<file path="src/rtl/irq_pkg.sv">
package irq_pkg;
    localparam int unsigned VEC_RESET = 32'h0000_0000;
    localparam int unsigned VEC_HIGH  = 32'h0000_0008;
    localparam int unsigned VEC_LOW   = 32'h0000_0018;

    typedef enum logic [1:0] {
        LVL_NONE = 2'd0,
        LVL_LOW  = 2'd1,
        LVL_HIGH = 2'd2
    } lvl_e;
endpackage

</file>
<file path="src/rtl/irq_flag_bank.sv">
module irq_flag_bank #(
    parameter int NSRC = 12
) (
    input  logic            clk,
    input  logic            rst_n,
    input  logic [NSRC-1:0] evt_i,
    input  logic [NSRC-1:0] clr_i,
    output logic [NSRC-1:0] flag_o
);
    typedef struct packed {
        logic [NSRC-1:0] flag;
    } bank_t;

    bank_t bank_d, bank_q;

    always_comb begin
        bank_d = bank_q;
        for (int i = 0; i < NSRC; i++) begin
            if (clr_i[i]) bank_d.flag[i] = 1'b0;
            if (evt_i[i]) bank_d.flag[i] = 1'b1;
        end
    end

    always_ff @(posedge clk or negedge rst_n) begin
        if (!rst_n) bank_q <= '0;
        else        bank_q <= bank_d;
    end

    assign flag_o = bank_q.flag;

    AST_FLAG_STICKY: assert property (@(posedge clk) disable iff (!rst_n)
        1'b1 |=> ((($past(flag_o) & ~$past(clr_i)) & ~flag_o) == '0));
    AST_EVT_WINS: assert property (@(posedge clk) disable iff (!rst_n)
        1'b1 |=> (($past(evt_i) & ~flag_o) == '0));
endmodule

</file>
<file path="src/rtl/irq_resolve.sv">
module irq_resolve #(
    parameter int NSRC = 12
) (
    input  logic [NSRC-1:0] flag_i,
    input  logic [NSRC-1:0] en_i,
    input  logic [NSRC-1:0] prio_i,
    input  logic            prio_mode_i,
    input  logic            ena_hi_i,
    input  logic            ena_lo_i,
    input  logic            in_hi_i,
    input  logic            in_lo_i,
    output logic            want_hi_o,
    output logic            want_lo_o
);
    logic [NSRC-1:0] live;
    logic [NSRC-1:0] hi_mask;
    logic            pend_hi;
    logic            pend_lo;

    always_comb begin
        live    = flag_i & en_i;
        hi_mask = prio_mode_i ? prio_i : '1;
        pend_hi = |(live & hi_mask);
        pend_lo = prio_mode_i && (|(live & ~hi_mask));
        want_hi_o = pend_hi && ena_hi_i && !in_hi_i;
        want_lo_o = pend_lo && ena_hi_i && ena_lo_i && !in_hi_i && !in_lo_i;
    end
endmodule

</file>
<file path="src/rtl/irq_ctx.sv">
module irq_ctx #(
    parameter int AW = 16
) (
    input  logic          clk,
    input  logic          rst_n,
    input  logic          ena_hi_set_i,
    input  logic          ena_hi_clr_i,
    input  logic          ena_lo_set_i,
    input  logic          ena_lo_clr_i,
    input  logic          acc_i,
    input  logic          acc_hi_i,
    input  logic          ret_i,
    input  logic [AW-1:0] next_pc_i,
    output logic          ena_hi_o,
    output logic          ena_lo_o,
    output logic          in_hi_o,
    output logic          in_lo_o,
    output logic [AW-1:0] ret_pc_o
);
    import irq_pkg::*;

    typedef struct packed {
        logic          ena_hi;
        logic          ena_lo;
        logic          in_hi;
        logic          in_lo;
        logic [AW-1:0] pc_hi;
        logic [AW-1:0] pc_lo;
    } ctx_t;

    ctx_t ctx_d, ctx_q;
    lvl_e ret_lvl;

    always_comb begin
        ret_lvl = LVL_NONE;
        if (ret_i) begin
            if (ctx_q.in_hi)      ret_lvl = LVL_HIGH;
            else if (ctx_q.in_lo) ret_lvl = LVL_LOW;
        end
    end

    always_comb begin
        ctx_d = ctx_q;
        if (ena_hi_set_i) ctx_d.ena_hi = 1'b1;
        if (ena_hi_clr_i) ctx_d.ena_hi = 1'b0;
        if (ena_lo_set_i) ctx_d.ena_lo = 1'b1;
        if (ena_lo_clr_i) ctx_d.ena_lo = 1'b0;
        if (acc_i) begin
            if (acc_hi_i) begin
                ctx_d.in_hi  = 1'b1;
                ctx_d.ena_hi = 1'b0;
                ctx_d.pc_hi  = next_pc_i;
            end else begin
                ctx_d.in_lo  = 1'b1;
                ctx_d.ena_lo = 1'b0;
                ctx_d.pc_lo  = next_pc_i;
            end
        end else begin
            case (ret_lvl)
                LVL_HIGH: begin
                    ctx_d.in_hi  = 1'b0;
                    ctx_d.ena_hi = 1'b1;
                end
                LVL_LOW: begin
                    ctx_d.in_lo  = 1'b0;
                    ctx_d.ena_lo = 1'b1;
                end
                default: ;
            endcase
        end
    end

    always_ff @(posedge clk or negedge rst_n) begin
        if (!rst_n) ctx_q <= '0;
        else        ctx_q <= ctx_d;
    end

    assign ena_hi_o = ctx_q.ena_hi;
    assign ena_lo_o = ctx_q.ena_lo;
    assign in_hi_o  = ctx_q.in_hi;
    assign in_lo_o  = ctx_q.in_lo;
    assign ret_pc_o = ctx_q.in_hi ? ctx_q.pc_hi : ctx_q.pc_lo;

    AST_TAKE_DROPS_ENA: assert property (@(posedge clk) disable iff (!rst_n)
        (acc_i && acc_hi_i) |=> (!ena_hi_o && in_hi_o && ret_pc_o == $past(next_pc_i)));
    AST_RET_RESTORES: assert property (@(posedge clk) disable iff (!rst_n)
        (ret_i && !acc_i && in_hi_o && !ena_hi_clr_i) |=> (ena_hi_o && !in_hi_o));
endmodule

</file>
<file path="src/rtl/vec_irq_ctrl.sv">
module vec_irq_ctrl #(
    parameter int NSRC = 12,
    parameter int AW   = 16
) (
    input  logic            clk,
    input  logic            rst_n,
    input  logic [NSRC-1:0] evt_i,
    input  logic [NSRC-1:0] clr_i,
    input  logic [NSRC-1:0] en_i,
    input  logic [NSRC-1:0] prio_i,
    input  logic            prio_mode_i,
    input  logic            ena_hi_set_i,
    input  logic            ena_hi_clr_i,
    input  logic            ena_lo_set_i,
    input  logic            ena_lo_clr_i,
    input  logic            boundary_i,
    input  logic            take_i,
    input  logic            ret_i,
    input  logic [AW-1:0]   next_pc_i,
    output logic            irq_o,
    output logic [AW-1:0]   vec_o,
    output logic [AW-1:0]   ret_pc_o,
    output logic            in_hi_o,
    output logic            in_lo_o,
    output logic            ena_hi_o,
    output logic            ena_lo_o
);
    import irq_pkg::*;

    localparam logic [AW-1:0] V_RST = AW'(VEC_RESET);
    localparam logic [AW-1:0] V_HI  = AW'(VEC_HIGH);
    localparam logic [AW-1:0] V_LO  = AW'(VEC_LOW);

    logic [NSRC-1:0] flags;
    logic            want_hi;
    logic            want_lo;
    logic            accept;

    irq_flag_bank #(.NSRC(NSRC)) u_flags (
        .clk    (clk),
        .rst_n  (rst_n),
        .evt_i  (evt_i),
        .clr_i  (clr_i),
        .flag_o (flags)
    );

    irq_resolve #(.NSRC(NSRC)) u_resolve (
        .flag_i      (flags),
        .en_i        (en_i),
        .prio_i      (prio_i),
        .prio_mode_i (prio_mode_i),
        .ena_hi_i    (ena_hi_o),
        .ena_lo_i    (ena_lo_o),
        .in_hi_i     (in_hi_o),
        .in_lo_i     (in_lo_o),
        .want_hi_o   (want_hi),
        .want_lo_o   (want_lo)
    );

    always_comb begin
        irq_o  = want_hi || want_lo;
        vec_o  = want_hi ? V_HI : (want_lo ? V_LO : V_RST);
        accept = take_i && boundary_i && irq_o;
    end

    irq_ctx #(.AW(AW)) u_ctx (
        .clk          (clk),
        .rst_n        (rst_n),
        .ena_hi_set_i (ena_hi_set_i),
        .ena_hi_clr_i (ena_hi_clr_i),
        .ena_lo_set_i (ena_lo_set_i),
        .ena_lo_clr_i (ena_lo_clr_i),
        .acc_i        (accept),
        .acc_hi_i     (want_hi),
        .ret_i        (ret_i),
        .next_pc_i    (next_pc_i),
        .ena_hi_o     (ena_hi_o),
        .ena_lo_o     (ena_lo_o),
        .in_hi_o      (in_hi_o),
        .in_lo_o      (in_lo_o),
        .ret_pc_o     (ret_pc_o)
    );

    AST_COMPAT_HI_VEC: assert property (@(posedge clk) disable iff (!rst_n)
        (!prio_mode_i && irq_o) |-> (vec_o == V_HI));
    AST_HIGH_NOT_INTERRUPTED: assert property (@(posedge clk) disable iff (!rst_n)
        in_hi_o |-> !irq_o);
    AST_IDLE_VEC: assert property (@(posedge clk) disable iff (!rst_n)
        !irq_o |-> (vec_o == V_RST));
endmodule

</file>
<file path="config.mk">
export PLATFORM = sky130hd
export DESIGN_NAME = vec_irq_ctrl
export DESIGN_NICKNAME = d
export VERILOG_FILES = /design/src/rtl/irq_pkg.sv /design/src/rtl/irq_flag_bank.sv /design/src/rtl/irq_resolve.sv /design/src/rtl/irq_ctx.sv /design/src/rtl/vec_irq_ctrl.sv
export SDC_FILE = /design/constraint.sdc
export NUM_CORES = 1
export LEC_CHECK = 0
export ABC_AREA = 1
export BUFFER_PORTS_ARGS = -buffer_cell sky130_fd_sc_hd__buf_2
export CAP_MARGIN = 5
export CELL_PAD_IN_SITES_DETAIL_PLACEMENT = 1
export CELL_PAD_IN_SITES_GLOBAL_PLACEMENT = 1
export CORE_ASPECT_RATIO = 0.5
export CORE_MARGIN = 2
export CORE_UTILIZATION = 33
export DETAILED_ROUTE_END_ITERATION = 10
export HOLD_SLACK_MARGIN = 0.1
export PLACE_DENSITY = 0.86
export SLEW_MARGIN = 15
export SYNTH_ARGS = -nofsm -noshare
export SYNTH_HDL_FRONTEND = slang
export SYNTH_HIERARCHICAL = 1
export SYNTH_SLANG_ARGS = --single-unit
</file>
<file path="constraint.sdc">
create_clock -name clk -period 2 [get_ports clk]
set_input_delay 0.1 -clock clk [delete_from_list [all_inputs] [get_ports clk]]
set_output_delay 0.1 -clock clk [all_outputs]
set_load 0.01 [all_outputs]
</file>
# Word level (Yosys, flattened, before mapping)
# Index checks and enable logic that the tools add are counted.
# op_classes
n_eq_ne	4
mux	44
n_bitwise	5
reduce_logical	32
# op_table
operator	n
$mux W1	37
$and A12 B12 Y12	3
$reduce_bool A2 Y1	14
$reduce_or A12 Y1	2
$mux W16	1
$mux W12	1
$not A12 Y12	1
$mux W5	2
$logic_and A1 B1 Y1	9
$reduce_and A2 Y1	4
$mux W2	2
$mux W4	1
$ne A2 B2 Y1 const B	2
$eq A2 B1 Y1 const B	1
$eq A2 B2 Y1 const B	1
$logic_not A1 Y1	2
$logic_or A1 B1 Y1	1
$not A1 Y1	1
# word_totals
regBits	48
input_bits	74
wordCells	103

# Depth between registers and ports, before layout
# Gate-level depths: netlist of run 1.
# logic_depth
depth_word	13
depth_mapped	14

# By module
# The synthesis of run 1 kept the hierarchy.
# modules_own_cells
module	instances	cells_each	area_each_um2	seq_area_each_um2
irq_ctx	1	201	1601.5	900.9
irq_flag_bank	1	60	480.5	300.3
irq_resolve	1	103	427.9	0.0
vec_irq_ctrl	1	22	138.9	0.0

# Least setup slack after synthesis of run 1
# No wires, ideal clock.
# synth_timing
path_kind	register to register
startpoint	register u_ctx.ctx_q (netlist bit u_ctx/in_hi_o)
endpoint	register u_ctx.ctx_q (netlist bit u_ctx/ena_lo_o)
setup_ns	0.117
t_arrival_ns	1.599
required_ns	1.883
setup_slack_ns	0.283
stages_incl_launch_ff	11
n_path_buf	1
path_cell_list	dfrtp_1 or2_2 nor3_1 nand2_1 inv_1 nor2_1 nor2_1 nand2_2 buf_4 nand3_1 nand2_1
# synth_lines
item	line	source
from (decl)	irq_ctx.sv:31	ctx_t ctx_d, ctx_q;
from (signal assigned)	irq_ctx.sv:75	else ctx_q <= ctx_d;

# Final worst setup path of run 1
# layout_timing
startpoint	register u_ctx.ctx_q (netlist bit u_ctx/ena_hi_o)
endpoint	register u_ctx/ctx_q[20] (netlist name)
# layout_via
elab_chain_len	7
# layout_rtl
item	line	source
$logic_and A1 B1 Y1 (4 in a row)	irq_resolve.sv:26	want_lo_o = pend_lo && ena_hi_i && ena_lo_i && !in_hi_i && !in_lo_i;
named net want_lo	vec_irq_ctrl.sv:36	logic want_lo;
$logic_or A1 B1 Y1	vec_irq_ctrl.sv:61	irq_o = want_hi || want_lo;
$logic_and A1 B1 Y1	vec_irq_ctrl.sv:63	accept = take_i && boundary_i && irq_o;
named net accept	vec_irq_ctrl.sv:37	logic accept;
$reduce_and A2 Y1 (no line)	n/a	
# The timed path passes the listed nets, and every way through them passes these cells.
# A chain may end at the register's enable or synchronous reset.

==> out/results.md, run 1 <==
| Parameter | This run | Unit |
|:---|:---|:---|
| Category of the worst setup path capture point | flop | - |
| Synthesized instance count | 386 | - |
| Power density over cell area | 828 | nW/um2 |
| Width of the die | 131 | um |
| Post CTS Setup Buffer Count | 0 | - |
| Share of flip-flops with an asynchronous set or reset after synthesis | 1.00 | - |
| Hold WC Path Type | primary input to flop | - |
| Area of the core | 7890 | um2 |
| Synth cell count leaders | 164 x nand2_1, 79 x inv_1, 48 x dfrtp_1 | - |
| Syn Area/Cell | 6.86 | um2 |
| IR Drop Worst-Case VDD | 0.000363 | V |
| Setup TNS | 0 | ns |
| Final count of pins violating max slew | 0 | - |
| Port-buffer cells | 96 | - |
| Total number of vias | 2730 | - |
| DR WL met3 | 325 | um |
| Initial standard-cell utilization of the core | 0.336 | - |
| Max Clk Rate | 564 | MHz |
| Minimum period implied by the final worst setup slack | 1.77 | ns |
| Number of endpoints with negative hold slack in the final report | 0 | - |
| Number of clock sinks | 48 | - |
| Layout-stage area growth over the synthesis result | 42.5 | % |
| Count of pins on the block boundary | 111 | - |
| Overall die height | 67.4 | um |
| Number of placement rows | 23 | - |
| Launch point of the worst reg-to-reg path | u_ctx/ena_hi_o | - |
| Routed length on met1 | 3.45 | mm |
| Sequential fraction of design power | 0.438 | - |
| Total number of yosys warnings | 6 | - |
| Hold endpoint | u_ctx/ctx_q[20] | - |
| Number of buffers created by CTS | 5 | - |
| DR pass1 iterations | 6 | - |
| Unique masters post-synth | 15 | - |
| Worst Reg2Reg Path Length in Cells | 11 | - |
| Largest stage delay, worst path | 0.38 | ns |
| Cell type with the highest aggregate area in the netlist | dfrtp_1 | - |
| Net switching power of the design | 1000 | uW |
| Final routed wirelength across all metal layers | 8.06 | mm |
| Count of flip-flops with a built-in enable after synthesis | 0 | - |
| Clock share of power | 0.277 | - |
| Syn Std Cell Area | 2650 | um2 |
| CTS clock-pin slew for the worst setup and hold paths | 0.07 | ns |
| Run status | completed | - |
| Fraction of final layout cells with drive strength greater than 1 | 0.224 | - |
| Count of nets after finishing | 601 | - |
| Pwr Total | 3130 | uW |
| DRC | 0 | - |
| Detailed Route Iter0 Violations | 85 | - |
| Average vias per placed instance | 4.27 | - |
| Global-route wire length before repair | 12.8 | mm |
| Dominant cells by area after synthesis | dfrtp_1 45%, nand2_1 23%, inv_1 11% | - |
| Critical path data arrival time | 1.95 | ns |
| Post-route standard cell area excluding fillers | 3770 | um2 |
| Initial antenna violation count | 0 | - |
| Cell at the root of the clock tree | clkbuf_16 | - |
| Post-placement cell area | 3190 | um2 |
| # setup viols final | 0 | - |
| Register bit total from synthesis | 48 | - |
| Number of maximum-capacitance constraint violations | 0 | - |
| Data required, critical path | 2.18 | ns |
| Switching fraction of total power | 0.321 | - |
| Design internal power | 2120 | uW |
| Die Area | 8800 | um2 |
| Crit Path Max Fanout | 24 | - |
| Min-Delay Startpoint | next_pc_i[4] | - |
| Final setup skew | 0.00585 | ns |
| Sequential element share of the synthesized area | 0.453 | - |
| Half-perimeter wire length after detailed placement | 5.31 | mm |
| Worst reg2reg endpoint | u_ctx/ctx_q[20] | - |
| Portion of synthesized cell area occupied by the leading cell type | 0.453 | - |
| Worst-Skew Late Latency | 0.29 | ns |
| CTS tree | yes | - |
| Cell with the largest stage delay on the worst path | dfrtp_1 | - |
| Library cell with the highest instance count after synthesis | nand2_1 | - |
| Via count of the first global-routing pass | 2850 | - |
| Leading register cell type out of synthesis | dfrtp_1 | - |
| Number of diodes | 0 | - |
| Class of the most critical setup path | flop to flop | - |
| Static leakage | 0.00231 | uW |
| CP Launch Type | flop | - |
| All-layer global routing usage | 0.189 | - |
| Met2 routed wirelength | 4.20 | mm |
| Routed Antenna Nets | 0 | - |
| DR WL/cell | 12.6 | um |
| Unrepaired setup endpoints after global routing | no | - |
| Count of placed standard cells including taps | 590 | - |
| GP Congestion | 0.733 | - |
| Combinational share of power | 0.285 | - |
| Maximum number of pins on one net before global-route repair | 25 | - |
| Number of levels in the clock H-tree | 2 | - |
| Hold-critical path depth | 3 | - |
| Top Metal Used | met4 | - |
| Clock tree buffer depth | 2 | - |
| Number of standard cells in the final layout excluding fillers | 639 | - |
| Critical path cell sequence | inv_1 -> or2_2 -> nor3_1 -> nand2_1 -> inv_1 -> nor2_2 -> nor2_2 -> nand2_2 -> buf_8 -> nand2_1 -> o21ai_1 | - |
| Global route overflow | 0 | - |
| Period utilization | 0.887 | - |
| Internal reg-to-reg setup slack | 0.23 | ns |
-- power by group through the flow --
stage	registers, uW	logic [uW]	clock network (uW)
floorplan	1350	522	0
global placement	1370	777	0
detailed placement	1380	814	0
CTS	1370	890	884
global route	1400	1030	922
finish	1370	891	867
-- flip-flops by register name, summed over array words and instances, names as in the netlist --
register	cells
u_ctx/in_lo_o	1
u_ctx/ctx_q	32
u_ctx/ena_hi_o	1
u_ctx/ena_lo_o	1
u_flags/flag_o	12
u_ctx/in_hi_o	1
-- layer usage --
layer | up-vias | track usage
li1 | 1384 | -
met1 | 1273 | 0.214
met2 | 59 | 0.370
met3 | 14 | 0.0388
met4 | 0 | 0.0492
met5 | - | 0
-- cell families after synthesis --
logic type | after synthesis | synth area share
AOI/OAI and AO/OA | 32 | 0.0605
other | 1 | 0.00142
and+or+nand+nor | 199 | 0.297
buffers and inverters | 106 | 0.188
DFF | 48 | 0.453
-- worst max-delay path by stage --
stage | start | end | slack (ns)
after detailed placement | u_ctx/ena_hi_o | u_ctx/ctx_q[20] | 0.11
after CTS | u_ctx/ena_hi_o | u_ctx/ctx_q[20] | 0.05
after global placement | u_ctx/ena_hi_o | u_ctx/ctx_q[4] | 0.22
after global routing | u_flags/flag_o[2] | u_ctx/ctx_q[24] | 0.003
after floorplan | u_ctx/in_hi_o | u_ctx/ena_lo_o | 0.28
final | u_ctx/ena_hi_o | u_ctx/ctx_q[20] | 0.23
-- metrics by stage --
stage | worst slack [ns] | utilization | hold slack (ns)
final | 0.226 | 0.479 | 0.107
after global routing | 0.00327 | 0.479 | 0.120
after CTS | 0.0461 | 0.477 | 0.111
after detailed placement | 0.111 | 0.405 | -0.00857
after global placement | 0.223 | 0.405 | -0.0181
after floorplan | 0.283 | - | -0.196
-- layout make-up --
| cell class | instances | area (um2) |
|---|---|---|
| Multi-Input combinational cell | 245 | 1000 |
| Clock buffer | 6 | 139 |
| Timing Repair Buffer | 147 | 980 |
| Inverter | 80 | 303 |
| Sequential cell | 48 | 1200 |
| Tap cell | 112 | 140 |
| Fill cell | 1061 | 4110 |
| Clock inverter | 1 | 8.76 |
-- cell usage in the layout, fill, tap and decap left out, types with 10 or more instances in the layout --
| cell | instances |
|---|---|
| buf_2 | 96 |
| conb_1 | 14 |
| dfrtp_1 | 48 |
| dlygate4sd3_1 | 42 |
| inv_1 | 79 |
| nand2_1 | 164 |
| nand3_1 | 10 |
| nor2_1 | 12 |
| o21ai_1 | 32 |
-- worst max-delay path: cells and delay by family (launching register included) --
family	cells	cell delay [ns]
and+or+nand+nor	7	0.92
DFF	1	0.38
buffers and inverters	3	0.29
AOI/OAI and AO/OA	1	0.07
-- repair_timing --
item | 4_1_cts | 5_1_grt
endpoints found under the hold margin | 89 | 0
resized for setup | 0 | 5
hold buffers | 42 | 0
setup endpoints to repair | 0 | 31
(Power assumes the default switching activity.)
==> run 2: changes to the inputs <==
--- a/config.mk
+++ b/config.mk
@@ -15,6 +15,7 @@
 export CORE_UTILIZATION = 33
 export DETAILED_ROUTE_END_ITERATION = 10
 export HOLD_SLACK_MARGIN = 0.1
+export MAX_ROUTING_LAYER = met4
 export PLACE_DENSITY = 0.86
 export SLEW_MARGIN = 15
 export SYNTH_ARGS = -nofsm -noshare
==> out/results.md, run 2 (same netlist as run 1, synthesis figures left out) <==
| Parameter | This run | Unit |
|:---|:---|:---|
| Internal reg-to-reg setup slack | 0.22 | ns |
| DR pass1 iterations | 5 | - |
| Number of endpoints with negative hold slack in the final report | 0 | - |
| Pwr Total | 3130 | uW |
| Max Clk Rate | 562 | MHz |
| Largest stage delay, worst path | 0.38 | ns |
| Count of nets after finishing | 601 | - |
| Routed length on met1 | 3.40 | mm |
| Unrepaired setup endpoints after global routing | no | - |
| Half-perimeter wire length after detailed placement | 5.31 | mm |
| Utilization after layout | 0.479 | - |
| Number of buffers created by CTS | 5 | - |
| Number of maximum-capacitance constraint violations | 0 | - |
| Global route overflow | 0 | - |
| Area of the core | 7890 | um2 |
| Crit Path Max Fanout | 24 | - |
| Minimum period implied by the final worst setup slack | 1.78 | ns |
| Critical path data arrival time | 1.96 | ns |
| Most frequent standard cell in the layout excluding fill and tap cells | nand2_1 | - |
| Hold-critical path depth | 3 | - |
| Category of the worst setup path capture point | flop | - |
| Final count of pins violating max slew | 0 | - |
| Power density over cell area | 828 | nW/um2 |
| DR WL/cell | 12.6 | um |
| Final setup skew | 0.00504 | ns |
| Top delay family on crit path | simple AND/OR/NAND/NOR gates | - |
| # setup viols final | 0 | - |
| All-layer global routing usage | 0.195 | - |
| Count of pins on the block boundary | 111 | - |
| Final routed wirelength across all metal layers | 8.04 | mm |
| Most flop-heavy register | u_ctx/ctx_q | - |
| CTS clock-pin slew for the worst setup and hold paths | 0.07 | ns |
| Top Metal Used | met4 | - |
| Fraction of final layout cells with drive strength greater than 1 | 0.224 | - |
| CP bufs+invs | 3 | - |
| Most used cells in the layout excluding fill and tap cells | 164 x nand2_1, 96 x buf_2, 79 x inv_1 | - |
| Static leakage | 0.00231 | uW |
| Worst reg2reg endpoint | u_ctx/ctx_q[20] | - |
| Cell with the largest stage delay on the worst path | dfrtp_1 | - |
| Global-route wire length before repair | 12.8 | mm |
| Initial standard-cell utilization of the core | 0.336 | - |
| Overall die height | 67.4 | um |
| CTS tree | yes | - |
| Initial antenna violation count | 0 | - |
| Number of levels in the clock H-tree | 2 | - |
| Number of standard cells in the final layout excluding fillers | 639 | - |
| Met2 routed wirelength | 4.21 | mm |
| DR WL met3 | 334 | um |
| Critical path cell sequence | inv_1 -> or2_2 -> nor3_1 -> nand2_1 -> inv_1 -> nor2_2 -> nor2_2 -> nand2_2 -> buf_8 -> nand2_1 -> o21ai_1 | - |
| Total area of multi-input combinational cells | 1000 | um2 |
| Dpl ws | 0.111 | ns |
| Hold endpoint | u_ctx/ctx_q[20] | - |
| DRC | 0 | - |
| Filler Cell Count | 1061 | - |
| Max reg flops | 32 | - |
| Via count of the first global-routing pass | 2851 | - |
| Maximum number of pins on one net before global-route repair | 25 | - |
| Routed Antenna Nets | 0 | - |
| Storage element area | 1200 | um2 |
| GP Congestion | 0.741 | - |
| Number of placement rows | 23 | - |
| Total number of vias | 2727 | - |
| Number of diodes | 0 | - |
| Die Area | 8800 | um2 |
| Period utilization | 0.890 | - |
| Class of the most critical setup path | flop to flop | - |
| Detailed Route Iter0 Violations | 92 | - |
| Port-buffer cells | 96 | - |
| Setup TNS | 0 | ns |
| Data required, critical path | 2.18 | ns |
| Average vias per placed instance | 4.27 | - |
| Run status | completed | - |
| Layout-stage area growth over the synthesis result | 42.5 | % |
| IR Drop Worst-Case VDD | 0.000364 | V |
| Worst Reg2Reg Path Length in Cells | 11 | - |
| Min-Delay Startpoint | next_pc_i[4] | - |
| Clock tree buffer depth | 2 | - |
| Count of placed standard cells including taps | 590 | - |
| Post CTS Setup Buffer Count | 0 | - |
| Width of the die | 131 | um |
| CP Launch Type | flop | - |
| Launch point of the worst reg-to-reg path | u_ctx/ena_hi_o | - |
| Hold WC Path Type | primary input to flop | - |
| Final WS setup | 0.219 | ns |
| Cell at the root of the clock tree | clkbuf_16 | - |
| Number of clock sinks | 48 | - |
| Worst-Skew Late Latency | 0.29 | ns |
[run 2: through the flow]
step                      hold slack [ns]  area (um2)
after global placement            -0.0181        3190
after floorplan                    -0.196        2700
after global routing                0.120        3770
after CTS                           0.111        3760
after detailed placement         -0.00857        3190
final                               0.108        3770
[run 2: worst max path at each step]
stage / start / end / slack [ns] / cells past startpoint
6_report: u_ctx/ena_hi_o / u_ctx/ctx_q[20] / 0.22 / 11
5_1_grt: u_flags/flag_o[2] / u_ctx/ctx_q[24] / 0.003 / 14
4_1_cts: u_ctx/ena_hi_o / u_ctx/ctx_q[20] / 0.05 / 11
3_5_place_dp: u_ctx/ena_hi_o / u_ctx/ctx_q[20] / 0.11 / 11
3_3_place_gp: u_ctx/ena_hi_o / u_ctx/ctx_q[4] / 0.22 / 11
2_1_floorplan: u_ctx/in_hi_o / u_ctx/ena_lo_o / 0.28 / 10
[run 2: repair_timing]
action / 4_1_cts / 5_1_grt
resized for setup: 0 / 5
hold endpoints to repair: 89 / 0
hold buffers: 42 / 0
endpoints found under the setup margin: 0 / 31
[run 2: final cells by class]
| type | instances | area share |
|---|---|---|
| Clock buffer | 6 | 0.0368 |
| Clock inverter | 1 | 0.00232 |
| Inverter | 80 | 0.0802 |
| Multi-Input combinational cell | 245 | 0.266 |
| Sequential cell | 48 | 0.318 |
| Tap cell | 112 | 0.0371 |
| Timing Repair Buffer | 147 | 0.260 |
[run 2: report_power, final]
group	internal (uW)	switching [uW]	total (uW)
Clock	494	373	867
Combinational	407	484	891
Sequential	1220	146	1370
Total	2120	1000	3130
[run 2: worst register-to-register path: stages (launching register included)]
cell and delay [ns]:
dfrtp_1 0.38, inv_1 0.04, or2_2 0.28, nor3_1 0.17, nand2_1 0.08, inv_1 0.08, nor2_2 0.05, nor2_2 0.16
nand2_2 0.10, buf_8 0.17, nand2_1 0.09, o21ai_1 0.07
[run 2: metal layers]
metal | vias up | global-route usage
met5 | - | -
met3 | 14 | 0.0388
met4 | 0 | 0.0492
li1 | 1383 | -
met1 | 1271 | 0.215
met2 | 59 | 0.369
==> run 3: changes to the inputs <==
==> constraint.sdc (replaced) <==
create_clock -name clk -period 1.8 [get_ports clk]
set_input_delay 0.09 -clock clk [delete_from_list [all_inputs] [get_ports clk]]
set_output_delay 0.09 -clock clk [all_outputs]
set_load 0.01 [all_outputs]
==> out/results.md, run 3 (same netlist as run 1, synthesis figures left out) <==
| Parameter | This run | Unit |
|:---|:---|:---|
| Run status | completed | - |
| Clock share of power | 0.323 | - |
| Design internal power | 2650 | uW |
| Crit Path Max Fanout | 2 | - |
| # setup viols final | 0 | - |
| Average vias per placed instance | 4.31 | - |
| Internal reg-to-reg setup slack | 0.09 | ns |
| CTS tree | yes | - |
| Clock tree buffer depth | 2 | - |
| Initial standard-cell utilization of the core | 0.336 | - |
| Sequential fraction of design power | 0.399 | - |
| Switching fraction of total power | 0.300 | - |
| DR pass1 iterations | 4 | - |
| Port-buffer cells | 96 | - |
| Layout-stage area growth over the synthesis result | 50.6 | % |
| Number of levels in the clock H-tree | 2 | - |
| Final WS setup | 0.0551 | ns |
| Global-route wire length before repair | 12.7 | mm |
| DRC | 0 | - |
| Data required, critical path | 1.71 | ns |
| Half-perimeter wire length after detailed placement | 5.40 | mm |
| Total number of vias | 2792 | - |
| Final hold slack | 0.138 | ns |
| IR Drop Worst-Case VDD | 0.000421 | V |
| Power density over cell area | 949 | nW/um2 |
| Area of the core | 7890 | um2 |
| Initial antenna violation count | 0 | - |
| Worst-Skew Late Latency | 0.29 | ns |
| Number of buffers created by CTS | 5 | - |
| Detailed Route Iter0 Violations | 102 | - |
| Worst reg2reg endpoint | u_ctx/in_hi_o | - |
| Most flop-heavy register | u_ctx/ctx_q | - |
| Unrepaired setup endpoints after global routing | yes | - |
| Pwr Total | 3790 | uW |
| Worst setup path endpoint | irq_o | - |
| Final setup skew | 0.00665 | ns |
| Max reg flops | 32 | - |
| Hold WC Path Type | primary input to flop | - |
| Minimum period implied by the final worst setup slack | 1.74 | ns |
| All-layer global routing usage | 0.192 | - |
| CTS clock-pin slew for the worst setup and hold paths | 0.07 | ns |
| CP Launch Type | flop | - |
| Combinational share of power | 0.278 | - |
| Class of the most critical setup path | flop to primary output | - |
| DR WL/cell | 12.6 | um |
| Launch point of the critical path | u_flags/flag_o[6] | - |
| Most used cells in the layout excluding fill and tap cells | 163 x nand2_1, 93 x buf_2, 74 x inv_1 | - |
| Max Clk Rate | 573 | MHz |
| Most frequent standard cell in the layout excluding fill and tap cells | nand2_1 | - |
| Maximum number of pins on one net before global-route repair | 35 | - |
| Static leakage | 0.00239 | uW |
| Setup TNS | 0 | ns |
| Min-Delay Startpoint | ena_hi_set_i | - |
| Number of placement rows | 23 | - |
| Number of endpoints with negative hold slack in the final report | 0 | - |
| Final count of pins violating max slew | 0 | - |
| Routed Antenna Nets | 0 | - |
| Number of diodes | 0 | - |
| Fraction of final layout cells with drive strength greater than 1 | 0.254 | - |
| Count of pins on the block boundary | 111 | - |
| GP Congestion | 0.749 | - |
| Launch point of the worst reg-to-reg path | u_flags/flag_o[6] | - |
| Category of the worst setup path capture point | primary output | - |
| Via count of the first global-routing pass | 2852 | - |
| Period utilization | 0.969 | - |
| Die Area | 8800 | um2 |
| Overall die height | 67.4 | um |
| Count of nets after finishing | 609 | - |
| Final routed wirelength across all metal layers | 8.15 | mm |
| Cell at the root of the clock tree | clkbuf_16 | - |
| Net switching power of the design | 1140 | uW |
| Worst Reg2Reg Path Length in Cells | 15 | - |
| Global route overflow | 0 | - |
| Number of maximum-capacitance constraint violations | 0 | - |
| Critical path data arrival time | 1.65 | ns |
| Number of clock sinks | 48 | - |
| Width of the die | 131 | um |
| Dpl ws | -0.0134 | ns |
[run 3: cell types whose count changed in the layout (fill, tap and decap cells not counted), moves of 3 or more]
cell / delta
nor2_4: +3
nor2_1: -4
dlygate4sd3_1: +3
buf_2: -3
inv_2: +4
buf_6: +5
inv_1: -5
[run 3: layout make-up]
class / instances / area, um2
fill: 1032 / 3890
clock buffer: 5 / 125
inverter: 80 / 305
timing repair buffer: 155 / 1110
tap: 112 / 140
multi-input combinational: 245 / 1040
sequential: 48 / 1200
clock inverter: 3 / 68.8
[run 3: how the worst min path moves through the flow]
stage                                   end  slack, ns  depth (start not counted)
after floorplan              u_ctx/ctx_q[0]      -0.21                          0
after global placement    u_flags/flag_o[2]       0.04                          1
after detailed placement  u_flags/flag_o[0]       0.03                          1
after CTS                    u_ctx/ena_hi_o       0.11                          5
after global routing         u_ctx/ena_hi_o       0.15                          5
final                        u_ctx/ena_hi_o       0.14                          5
[run 3: power by group through the flow]
stage	combinational, uW	sequential (uW)	clock (uW)
detailed placement	922	1530	0
global route	1210	1550	1310
CTS	1010	1510	1260
finish	1050	1510	1220
global placement	882	1520	0
floorplan	579	1490	0
[run 3: timing repair]
item	CTS	global route
hold buffers	45	0
hold endpoints to repair	69	0
pin swaps	0	13
resized for setup	1	23
gates cloned	0	1
setup buffers	0	2
setup endpoints to repair	15	39
[run 3: critical path, cell delays in order (launching register included)]
cell	delay (ns)
dfrtp_1	0.38
nand2_1	0.07
inv_1	0.06
nand2_1	0.07
nand2_1	0.07
nor2_1	0.13
nand3_2	0.10
nand2_2	0.08
inv_2	0.05
nor2_4	0.12
buf_6	0.12
inv_4	0.03
buf_6	0.11
[run 3: layer usage]
layer  global-route usage  up-vias  share of wire
met5                    -        -              0
met4               0.0293        0         0.0018
met3               0.0388        4          0.041
met2                0.378       55           0.55
met1                0.205     1337           0.41
li1                     -     1396              -
[run 3: stage by stage]
step                      utilization  cells  instance area, um2
after floorplan                     -    399                2700
after global placement          0.410    592                3230
after detailed placement        0.410    592                3230
after CTS                       0.492    645                3880
after global routing            0.506    648                3990
final                           0.506    648                3990
